File: src/rtl/lcd_init_pkg.sv
package lcd_init_pkg;

  typedef enum logic [1:0] {
    PH_POWER,
    PH_OFFER,
    PH_HOLD,
    PH_READY
  } phase_t;

  typedef struct packed {
    logic lines;
    logic font;
    logic incr;
    logic shift;
  } lcd_cfg_t;

  localparam int STEP_W = 4;
  typedef logic [STEP_W-1:0] step_t;

  // Step order is behaviour: the controller must see them in this sequence.
  localparam step_t ST_WAKE_A = 4'd0;
  localparam step_t ST_WAKE_B = 4'd1;
  localparam step_t ST_WAKE_C = 4'd2;
  localparam step_t ST_NARROW = 4'd3;
  localparam step_t ST_FUNC   = 4'd4;
  localparam step_t ST_DARK   = 4'd5;
  localparam step_t ST_WIPE   = 4'd6;
  localparam step_t ST_ENTRY  = 4'd7;
  localparam step_t ST_LIGHT  = 4'd8;

  localparam logic [7:0] OP_WAKE       = 8'h30;
  localparam logic [7:0] OP_NARROW     = 8'h20;
  localparam logic [7:0] OP_FUNC_BASE  = 8'h20;
  localparam logic [7:0] OP_DARK       = 8'h08;
  localparam logic [7:0] OP_WIPE       = 8'h01;
  localparam logic [7:0] OP_ENTRY_BASE = 8'h04;
  localparam logic [7:0] OP_LIGHT      = 8'h0C;

  function automatic int unsigned max_of(int unsigned a, int unsigned b);
    return (a > b) ? a : b;
  endfunction

endpackage

File: src/rtl/lcd_init_timer.sv
module lcd_init_timer #(
  parameter int            CW    = 8,
  parameter logic [CW-1:0] START = '0
) (
  input  logic          clk,
  input  logic          rst_n,
  input  logic          load,
  input  logic [CW-1:0] load_val,
  output logic          expired
);

  logic [CW-1:0] cnt;

  // Counts down to zero and rests there; reset preloads the power-up wait.
  always_ff @(posedge clk or negedge rst_n) begin
    if (!rst_n) begin
      cnt <= START;
    end else if (load) begin
      cnt <= load_val;
    end else if (cnt != '0) begin
      cnt <= cnt - 1'b1;
    end
  end

  assign expired = (cnt == '0);

  AST_COUNT_FLOOR: assert property (@(posedge clk) disable iff (!rst_n)
    (expired && !load) |=> expired);

endmodule

File: src/rtl/lcd_init_steps.sv
module lcd_init_steps
  import lcd_init_pkg::*;
#(
  parameter bit          WIDTH4   = 1'b1,
  parameter int          CW       = 8,
  parameter int unsigned W_GAP1   = 10,
  parameter int unsigned W_GAP2   = 4,
  parameter int unsigned W_CMD    = 2,
  parameter int unsigned W_CLEAR  = 6,
  parameter int unsigned W_SETTLE = 8
) (
  input  step_t          idx,
  input  lcd_cfg_t       cfg,
  output logic [7:0]     op,
  output logic           half,
  output logic [CW-1:0]  wait_val,
  output logic           last,
  output step_t          nxt
);

  localparam logic          WIDE_BIT = WIDTH4 ? 1'b0 : 1'b1;
  localparam logic          WAKE_HALF = WIDTH4 ? 1'b1 : 1'b0;
  localparam logic [CW-1:0] L_GAP1   = CW'(W_GAP1 - 1);
  localparam logic [CW-1:0] L_GAP2   = CW'(W_GAP2 - 1);
  localparam logic [CW-1:0] L_CMD    = CW'(W_CMD - 1);
  localparam logic [CW-1:0] L_CLEAR  = CW'(W_CLEAR - 1);
  localparam logic [CW-1:0] L_SETTLE = CW'(W_SETTLE - 1);

  // Byte, width flag and following pause for each step.
  always_comb begin
    op       = '0;
    half     = 1'b0;
    wait_val = L_CMD;
    last     = 1'b0;
    case (idx)
      ST_WAKE_A: begin op = OP_WAKE; half = WAKE_HALF; wait_val = L_GAP1; end
      ST_WAKE_B: begin op = OP_WAKE; half = WAKE_HALF; wait_val = L_GAP2; end
      ST_WAKE_C: begin op = OP_WAKE; half = WAKE_HALF; end
      ST_NARROW: begin op = OP_NARROW; half = 1'b1; end
      ST_FUNC:   op = OP_FUNC_BASE | {3'b000, WIDE_BIT, cfg.lines, cfg.font, 2'b00};
      ST_DARK:   op = OP_DARK;
      ST_WIPE:   begin op = OP_WIPE; wait_val = L_CLEAR; end
      ST_ENTRY:  op = OP_ENTRY_BASE | {6'b000000, cfg.incr, cfg.shift};
      ST_LIGHT:  begin op = OP_LIGHT; wait_val = L_SETTLE; last = 1'b1; end
      default:   last = 1'b1;
    endcase
  end

  // Narrow wiring walks every step; wide wiring skips the width switch.
  generate
    if (WIDTH4) begin : g_narrow_walk
      assign nxt = idx + step_t'(1);
    end else begin : g_wide_walk
      assign nxt = (idx == ST_WAKE_C) ? ST_FUNC : idx + step_t'(1);
    end
  endgenerate

endmodule

File: src/rtl/lcd_init_arb.sv
module lcd_init_arb (
  input  logic       owner_host,
  input  logic       seq_valid,
  output logic       seq_ready,
  input  logic [7:0] seq_data,
  input  logic       seq_half,
  input  logic       host_valid,
  output logic       host_ready,
  input  logic       host_rs,
  input  logic [7:0] host_data,
  output logic       cmd_valid,
  input  logic       cmd_ready,
  output logic       cmd_rs,
  output logic [7:0] cmd_data,
  output logic       cmd_half
);

  always_comb begin
    if (owner_host) begin
      cmd_valid  = host_valid;
      cmd_rs     = host_rs;
      cmd_data   = host_data;
      cmd_half   = 1'b0;
      host_ready = cmd_ready;
      seq_ready  = 1'b0;
    end else begin
      cmd_valid  = seq_valid;
      cmd_rs     = 1'b0;
      cmd_data   = seq_data;
      cmd_half   = seq_half;
      host_ready = 1'b0;
      seq_ready  = cmd_ready;
    end
  end

endmodule

File: src/rtl/lcd_init_seq.sv
module lcd_init_seq
  import lcd_init_pkg::*;
#(
  parameter bit          WIDTH4   = 1'b1,
  parameter int unsigned W_POWER  = 100_000,
  parameter int unsigned W_GAP1   = 250_000,
  parameter int unsigned W_GAP2   = 7_500,
  parameter int unsigned W_CMD    = 2_500,
  parameter int unsigned W_CLEAR  = 100_000,
  parameter int unsigned W_SETTLE = 250_000
) (
  input  logic       clk,
  input  logic       rst_n,
  input  logic       cfg_lines,
  input  logic       cfg_font,
  input  logic       cfg_incr,
  input  logic       cfg_shift,
  input  logic       host_valid,
  output logic       host_ready,
  input  logic       host_rs,
  input  logic [7:0] host_data,
  output logic       cmd_valid,
  input  logic       cmd_ready,
  output logic       cmd_rs,
  output logic [7:0] cmd_data,
  output logic       cmd_half,
  output logic       init_done
);

  localparam int unsigned W_MAX = max_of(max_of(max_of(W_POWER, W_GAP1), max_of(W_GAP2, W_CMD)),
                                         max_of(W_CLEAR, W_SETTLE));
  localparam int          CW    = $clog2(W_MAX + 1);
  localparam logic [CW-1:0] L_POWER = CW'(W_POWER - 1);

  phase_t        phase;
  step_t         step;
  step_t         step_nxt;
  lcd_cfg_t      cfg_q;
  lcd_cfg_t      cfg_in;
  logic [7:0]    op;
  logic          op_half;
  logic [CW-1:0] pause;
  logic          step_last;
  logic          tmr_load;
  logic          tmr_expired;
  logic          seq_valid;
  logic          seq_ready;

  assign cfg_in = '{lines: cfg_lines, font: cfg_font, incr: cfg_incr, shift: cfg_shift};

  lcd_init_steps #(
    .WIDTH4  (WIDTH4),
    .CW      (CW),
    .W_GAP1  (W_GAP1),
    .W_GAP2  (W_GAP2),
    .W_CMD   (W_CMD),
    .W_CLEAR (W_CLEAR),
    .W_SETTLE(W_SETTLE)
  ) u_steps (
    .idx     (step),
    .cfg     (cfg_q),
    .op      (op),
    .half    (op_half),
    .wait_val(pause),
    .last    (step_last),
    .nxt     (step_nxt)
  );

  assign seq_valid = (phase == PH_OFFER);
  assign tmr_load  = seq_valid && seq_ready;

  lcd_init_timer #(
    .CW   (CW),
    .START(L_POWER)
  ) u_timer (
    .clk     (clk),
    .rst_n   (rst_n),
    .load    (tmr_load),
    .load_val(pause),
    .expired (tmr_expired)
  );

  always_ff @(posedge clk or negedge rst_n) begin
    if (!rst_n) begin
      phase <= PH_POWER;
      step  <= ST_WAKE_A;
      cfg_q <= '0;
    end else begin
      case (phase)
        PH_POWER: if (tmr_expired) begin
          phase <= PH_OFFER;
          cfg_q <= cfg_in;
        end
        PH_OFFER: if (seq_ready) phase <= PH_HOLD;
        PH_HOLD: if (tmr_expired) begin
          if (step_last) begin
            phase <= PH_READY;
          end else begin
            step  <= step_nxt;
            phase <= PH_OFFER;
          end
        end
        PH_READY: phase <= PH_READY;
        default:  phase <= PH_POWER;
      endcase
    end
  end

  assign init_done = (phase == PH_READY);

  lcd_init_arb u_arb (
    .owner_host(init_done),
    .seq_valid (seq_valid),
    .seq_ready (seq_ready),
    .seq_data  (op),
    .seq_half  (op_half),
    .host_valid(host_valid),
    .host_ready(host_ready),
    .host_rs   (host_rs),
    .host_data (host_data),
    .cmd_valid (cmd_valid),
    .cmd_ready (cmd_ready),
    .cmd_rs    (cmd_rs),
    .cmd_data  (cmd_data),
    .cmd_half  (cmd_half)
  );

  AST_STALL_HOLDS: assert property (@(posedge clk) disable iff (!rst_n)
    (!init_done && cmd_valid && !cmd_ready) |=>
      (cmd_valid && $stable(cmd_data) && $stable(cmd_half)));

  AST_DONE_STICKY: assert property (@(posedge clk) disable iff (!rst_n)
    init_done |=> init_done);

  AST_HOST_BLOCKED: assert property (@(posedge clk) disable iff (!rst_n)
    !init_done |-> !host_ready);

  AST_INIT_RS_LOW: assert property (@(posedge clk) disable iff (!rst_n)
    (!init_done && cmd_valid) |-> !cmd_rs);

  AST_CFG_FROZEN: assert property (@(posedge clk) disable iff (!rst_n)
    (phase != PH_POWER) |=> $stable(cfg_q));

  AST_HALF_LOW_ZERO: assert property (@(posedge clk) disable iff (!rst_n)
    (cmd_valid && cmd_half) |-> (cmd_data[3:0] == 4'h0));

  generate
    if (!WIDTH4) begin : g_wide_checks
      AST_WIDE_NO_HALF: assert property (@(posedge clk) disable iff (!rst_n)
        cmd_valid |-> !cmd_half);
    end
  endgenerate

endmodule

File: config.mk
export PLATFORM = sky130hd
export DESIGN_NAME = lcd_init_seq
export DESIGN_NICKNAME = d
export VERILOG_FILES = /design/src/rtl/lcd_init_pkg.sv /design/src/rtl/lcd_init_timer.sv /design/src/rtl/lcd_init_steps.sv /design/src/rtl/lcd_init_arb.sv /design/src/rtl/lcd_init_seq.sv
export SDC_FILE = /design/constraint.sdc
export NUM_CORES = 1
export LEC_CHECK = 0
export ABC_AREA = 0
export BUFFER_PORTS_ARGS = -buffer_cell sky130_fd_sc_hd__buf_2
export CAP_MARGIN = 25
export CORE_UTILIZATION = 50
export DETAILED_ROUTE_END_ITERATION = 12
export PLACE_DENSITY = 0.76
export SYNTH_ARGS = -nofsm -noshare
export SYNTH_HDL_FRONTEND = slang
export SYNTH_SLANG_ARGS = --single-unit
File: constraint.sdc
create_clock -name clk -period 2.14 [get_ports clk]
set_input_delay 0 -clock clk [delete_from_list [all_inputs] [get_ports clk]]
set_output_delay 0 -clock clk [all_outputs]
set_load 0.05 [all_outputs]
==> results.cfg, run 1 <==
[yosys]
synth_simple_gate_area_share_pct = 27.11
asyncSetResetFlopFracSynth_pct = 100.0
synth_cell_type_count = 52
synthMostInstantiatedCell = nand2_1
mappedNetlistArea_mm2 = 0.001777
postSynth.topFlopCell = dfrtp_1
muxShareOfSynthArea_pct = 4.014
yosysWarnings = 0
synthesized_instance_count = 188
synthesis.area_per_instance_um2 = 9.451
dominant_combinational_cell_family_by_area_after_synthesis = simple AND/OR/NAND/NOR gates
synth_commonest_cells = nand2_1, dfrtp_1, nor2_1
number_of_enable_type_register_cells_in_the_synthesized_netlist = 0
post_synth_fa_ha_maj_area_fraction_pct = 3.521
synth.top_cell.area_share_pct = 25.35
netlist.top_cell.by_area = dfrtp_1
synth_net_count = 210
synth-seq-area-share_pct = 40.14
synth-xor-area-share_pct = 7.887
post_synthesis_compound_gate_area_fraction_pct = 13.52
synth-seq-cells = 28
netlist_top_cells_area = dfrtp_1, dfstp_2, xnor2_1

[setup_path]
r2r-end = cfg_q[0]
rr_startpoint = u_timer.cnt[12]
cp_cell_sequence = nor4_4 > nand3b_2 > or2_1 > or3_4 > mux2_4
crit_path_end_kind = flop
setup.worst_path.start_class = flop
path_max_fanout = 4
cpPeakStageDelay_ns = 0.46
path_delay_family = simple AND/OR/NAND/NOR gates
critical_path_depth = 5
critical_path.n_buffers_inverters = 0
crit_slowest_cell = dfrtp_1
r2r_setup_slack_ns = 0.09
crit_arrival_ns = 2.28
cp_data_required_time_ns = 2.38
path_class = flop to flop
worst_r2r_path_depth = 5

[sta]
final_min_period_over_clock_period_pct = 95.66
rsz0062_at_grt = false
slew_viol_final = 0
hold_slack_final_ns = 0.1890
tightest_slew_ns = 0.6260
final_critical_delay_including_setup_and_external_delays_ns = 2.047
fin_skew_ns = 0.007653
slew_headroom_pct = 58.11
finalSetupViolCount = 0
finalHoldViolations = 0
finalWorstSetupSlack_ns = 0.09294
max_clock_freq_mhz = 488.5

[floorplanning]
die_outline_area_mm2 = 0.003796
die_x_um = 61.61
dieHeight_um = 61.61
floorplan_row_count = 21
core_region_area_mm2 = 0.003363
floorplan.io_pins = 30
initial_utilization_pct = 52.83

[placed_design]
place_area_mm2 = 0.002027
placement.io_buffers = 29
post-place-ws_ns = 0.1275
global_placement_routability_congestion = 0.9000
estimated_wirelength_of_the_detail_placed_design_um = 2853
placed_cells = 261

[route]
drtPass1Iterations = 4
detailroute.via_count = 1510
totalWireLength_um = 3988
route.antenna.remaining_nets = 0
post_drt_via_cell_ratio = 5.572
first_iter_violations = 67
detail_route.drc_violations = 0
route.detailed.wl_per_inst_um = 14.72

[layout]
layout.nets = 248
post_route_cell_area_mm2 = 0.002132
layout.cells.non_filler = 271
num_antenna_cells = 0
drive_gt1_share_pct = 34.22
layout.core_utilization_pct = 63.39
syn_to_final_growth_pct = 20.00

[cts]
clock_pin_slew_reported_for_the_worst_setup_and_hold_paths_after_clock_tree_synthesis_ns = 0.15
cts_inserted_buffers = 3
root_buffer = clkbuf_4
post_cts.repair.setup_buffers = 0
cts.sink_count = 28
cts_htree_levels = 1
cts_tree = built
clock_path_buffers = 2
clk_latency_ns = 0.34

[global_route]
antenna_found_initial = 0
grt_pass1_wl_um = 6320
grt_start_max_net_pins = 29
globalRouteOverflowTotal = 0
grt_pass1_vias = 1425
total_global_route_track_usage_pct = 22.54

[pwr]
leakagePower_nw = 0.9482
highest_ir_drop_seen_on_vdd_mv = 0.5545
power.density_cell_area_mw_per_mm2 = 949.9

[run_status]
result_of_the_run = finished, final reports clean

[hold_path]
min_path_type = input pin to asynchronous set/reset pin

[job]
maxCapViolations = 0
-- cells by family after synthesis --
kind of cell	after synthesis
buf+inv	16
xor+xnor	16
fa+ha+maj	5
simple gates	80
mux	5
flops	28
compound gates	38
-- state kept, by name, indices dropped and copies added, names as in the netlist --
signal,flops
step,4
phase,2
u_timer.cnt,18
cfg_q,4
-- worst register-to-register path: stages (launching register included) --
cell and delay [ns]:
dfrtp_1 0.46, nor4_4 0.35, nand3b_2 0.15, or2_1 0.27, or3_4 0.41, mux2_4 0.31
-- power breakdown --
group | internal (mW) | switching [mW]
combinational | 0.352 | 0.415
sequential | 0.760 | 0.233
clock | 0.104 | 0.161
total | 1.22 | 0.809
-- layer usage --
layer	share of wire, %	wire [µm]	up-vias	global-route usage [%]
li1	-	-	735	-
met1	48	1898	739	29.97
met2	48	1911	32	37.17
met3	4.0	158	4	5.882
met4	0.48	19	0	4.444
met5	0	0	-	0
-- area by class of cell --
type | count | area [µm²]
clock buffer | 4 | 36.28
fill | 320 | 1231
inverter | 7 | 26.28
multi-input combinational | 144 | 1040
sequential | 28 | 714.4
tap | 46 | 57.56
timing repair buffer | 42 | 257.7
-- layout by cell type (no fill, tap or decap), drive strengths merged, types with 3 or more instances in the layout --
cell type     n
xor2          5
mux2          5
xnor2        11
or3           5
dfstp        10
o21ai        11
a21oi         9
nand3         4
and3          5
dlygate4sd3   6
nor2         18
dfrtp        18
inv           7
nor3          8
nand2        19
ha            5
clkbuf        4
buf          36
o22ai         3
nor2b         4
-- per-stage QoR --
step	total power, mW	TNS (ns)
2_1_floorplan	1.551	-0.1042
3_5_place_dp	1.755	0
5_1_grt	2.141	0
3_3_place_gp	1.727	0
6_report	2.025	0
4_1_cts	2.033	0
-- timing repair --
item / 4_1_cts / 5_1_grt
setup endpoints to repair: 0 / 3
hold endpoints to repair: 23 / 0
hold buffers: 6 / 0
resized for setup: 0 / 3
-- worst max-delay path by stage --
| stage | slack (ns) | start | end |
|---|---|---|---|
| finish | 0.09 | u_timer.cnt[12] | cfg_q[0] |
| global placement | 0.17 | u_timer.cnt[12] | cfg_q[1] |
| detailed placement | 0.13 | u_timer.cnt[12] | cfg_q[0] |
| global route | 0.004 | u_timer.cnt[12] | cfg_q[0] |
| floorplan | -0.04 | step[2] | cmd_data[0] |
| CTS | 0.07 | step[0] | cmd_half |
Note: power is estimated with default switching activity, not from simulation.
==> inputs of run 2 (changes only) <==
--- a/config.mk
+++ b/config.mk
@@ -8,9 +8,10 @@
 export ABC_AREA = 0
 export BUFFER_PORTS_ARGS = -buffer_cell sky130_fd_sc_hd__buf_2
 export CAP_MARGIN = 25
-export CORE_UTILIZATION = 50
+export CORE_UTILIZATION = 52
 export DETAILED_ROUTE_END_ITERATION = 12
-export PLACE_DENSITY = 0.76
+export PLACE_DENSITY = 0.77
 export SYNTH_ARGS = -nofsm -noshare
 export SYNTH_HDL_FRONTEND = slang
+export SYNTH_HIERARCHICAL = 1
 export SYNTH_SLANG_ARGS = --single-unit
==> run 2 against run 1 <==
Against the previous run:
- final area rose by 15%
- clock-buffer cell count fell by 1
- cell count grew 14%
- core utilization up 1.9 points
- die area increased by 14%
- clock skew about the same
- critical path depth increased by 1
- combinational power is 0.9% lower
- critical path type unchanged
==> results.cfg, run 2 <==
[run_status]
result_of_the_run = finished, final reports clean

[floorplanning]
core_region_area_mm2 = 0.003771
floorplan_row_count = 22
die_x_um = 65.79
die_outline_area_mm2 = 0.004328
floorplan.io_pins = 30
dieHeight_um = 65.79
initial_utilization_pct = 56.10

[yosys]
synthMostInstantiatedCell = dfrtp_1
mappedNetlistArea_mm2 = 0.002116
number_of_enable_type_register_cells_in_the_synthesized_netlist = 0
synth_commonest_cells = dfrtp_1, nor2_1, nand2_1
yosysWarnings = 6
synthesis.area_per_instance_um2 = 9.488
synthesized_instance_count = 223
postSynth.topFlopCell = dfrtp_1
asyncSetResetFlopFracSynth_pct = 100.0
netlist.top_cell.by_area = dfrtp_1
synth_cell_type_count = 59
synth-seq-cells = 28
synth-seq-area-share_pct = 33.71
netlist_top_cells_area = dfrtp_1, dfstp_2, mux2_4
synth.top_cell.area_share_pct = 21.29

[setup_path]
rr_startpoint = step[1]
r2r-end = step[2]
path_delay_family = simple AND/OR/NAND/NOR gates
cp_data_required_time_ns = 2.30
r2r_setup_slack_ns = 0.13
setup.worst_path.start_class = flop
crit_arrival_ns = 2.18
path_max_fanout = 6
critical_path.n_buffers_inverters = 1
worst_r2r_path_depth = 6
cp_cell_sequence = inv_1 > ha_1 > nor4_4 > or2_1 > and4bb_4 > mux2_4
path_class = flop to flop
critical_path_depth = 6
crit_slowest_cell = dfrtp_1
cpPeakStageDelay_ns = 0.44
crit_path_end_kind = flop

[sta]
finalHoldViolations = 0
slew_viol_final = 0
hold_slack_final_ns = 0.1682
tightest_slew_ns = 0.6046
final.setup.tns_ns = 0
max_clock_freq_mhz = 496.7
final_critical_delay_including_setup_and_external_delays_ns = 2.013
fin_skew_ns = 0.007171
slew_headroom_pct = 59.69
final_min_period_over_clock_period_pct = 94.09
rsz0062_at_grt = false
finalSetupViolCount = 0

[cts]
clock_pin_slew_reported_for_the_worst_setup_and_hold_paths_after_clock_tree_synthesis_ns = 0.10
cts_inserted_buffers = 3
cts_htree_levels = 1
post_cts.repair.setup_buffers = 0
cts.sink_count = 28
root_buffer = clkbuf_8
clock_path_buffers = 2
cts_tree = built
clk_latency_ns = 0.28

[global_route]
antenna_found_initial = 0
grt_pass1_wl_um = 7769
total_global_route_track_usage_pct = 23.32
grt_start_max_net_pins = 29
globalRouteOverflowTotal = 0
grt_pass1_vias = 1679

[layout]
num_antenna_cells = 0
layout.core_utilization_pct = 65.30
largest_register_ff_count = 18
drive_gt1_share_pct = 35.38
num-fill-cells = 312
syn_to_final_growth_pct = 16.38
seq_area_um2 = 713.2
most-common-layout-cells = buf_2, dfrtp_1, nor2_1, buf_4, nand2_1
most_common_library_cell_in_the_layout_ignoring_fill_and_taps = buf_2
layout.nets = 283
multi_input_area_mm2 = 0.001260
largest-register = u_timer/cnt
reg.largest.list = u_timer/cnt (18), cfg_q (4), step (4)

[job]
maxCapViolations = 0

[placed_design]
estimated_wirelength_of_the_detail_placed_design_um = 3401
global_placement_routability_congestion = 0.8232
placement.io_buffers = 29

[route]
drtPass1Iterations = 4
route.antenna.remaining_nets = 0
route.detailed.wl_per_inst_um = 14.80
first_iter_violations = 82
totalWireLength_um = 4558
detailroute.via_count = 1740
detail_route.drc_violations = 0
post_drt_via_cell_ratio = 5.649

[pwr]
power.density_cell_area_mw_per_mm2 = 836.5
sum_of_internal_switching_and_leakage_power_mw = 2.060
leakagePower_nw = 1.077
highest_ir_drop_seen_on_vdd_mv = 0.3344

[hold_path]
hold_path_stages = 4
min_path_type = input pin to flop
timing.hold.worst_endpoint = phase[1]
hold_path.startpoint = cmd_ready
[run 2: cell types whose count changed in the layout (fill, tap and decap cells not counted), sizes merged, moves of 5 or more]
cell and change:
xnor2 -7, mux2 +12, buf +8, conb +6
inv +5, o21ai -6, nand2 -5, o31ai +11
[run 2: metrics by stage]
stage	instance area (µm²)	instances	setup slack [ns]
final	2462	308	0.1266
after global routing	2462	308	0.01116
after CTS	2445	308	0.07171
after detailed placement	2323	299	0.1033
after global placement	2323	299	0.1688
after floorplan	2151	227	0.05398
[run 2: what timing repair did]
action	CTS	global route
endpoints found under the setup margin	0	8
hold buffers	5	0
endpoints found under the hold margin	22	0
resized for setup	0	4
[run 2: how the worst max path moves through the flow]
| stage | from | end | slack (ns) |
|---|---|---|---|
| 3_3_place_gp | u_timer/cnt[0] | u_timer/cnt[14] | 0.17 |
| 2_1_floorplan | phase[0] | u_timer/cnt[2] | 0.05 |
| 6_report | step[1] | step[2] | 0.13 |
| 3_5_place_dp | u_timer/cnt[0] | u_timer/cnt[14] | 0.10 |
| 5_1_grt | step[0] | cmd_data[3] | 0.01 |
| 4_1_cts | u_timer/cnt[0] | u_timer/cnt[14] | 0.07 |
[run 2: per-layer routing]
metal | part of all wire [%] | up-vias | GRT usage, %
li1 | - | 855 | -
met1 | 45 | 834 | 30.27
met2 | 50 | 47 | 40.05
met3 | 4.2 | 4 | 3.276
met4 | 0.68 | 0 | 6.522
met5 | 0 | - | 0
[run 2: power breakdown]
part | switching (mW) | internal (mW) | total [mW]
registers | 0.163 | 0.719 | 0.882
clock network | 0.167 | 0.250 | 0.418
logic | 0.429 | 0.331 | 0.760
[run 2: logic make-up after synthesis]
kind of cell	after synthesis	synth area share, %
xor gates and xnor gates	10	4.139
buffers and inverters	33	8.929
muxes	19	11.77
AOI/OAI and AO/OA	44	14.67
other	2	0.3550
DFF	28	33.71
and+or+nand+nor	82	23.48
adders and majority gates	5	2.957
[run 2: worst min-delay path, cell delays in order]
cell,delay [ns]
buf_2,0.08
and2b_2,0.14
a21oi_1,0.06
a21oi_1,0.12
[run 2: cell type report]
cell class / count / share of cell area [%]
multi-input cells: 166 / 51.17
flip-flops and latches: 28 / 28.96
repair buffers: 49 / 12.50
clock inverters: 1 / 1.220
well taps: 48 / 2.439
clock buffers: 3 / 1.677
inverters: 13 / 2.033
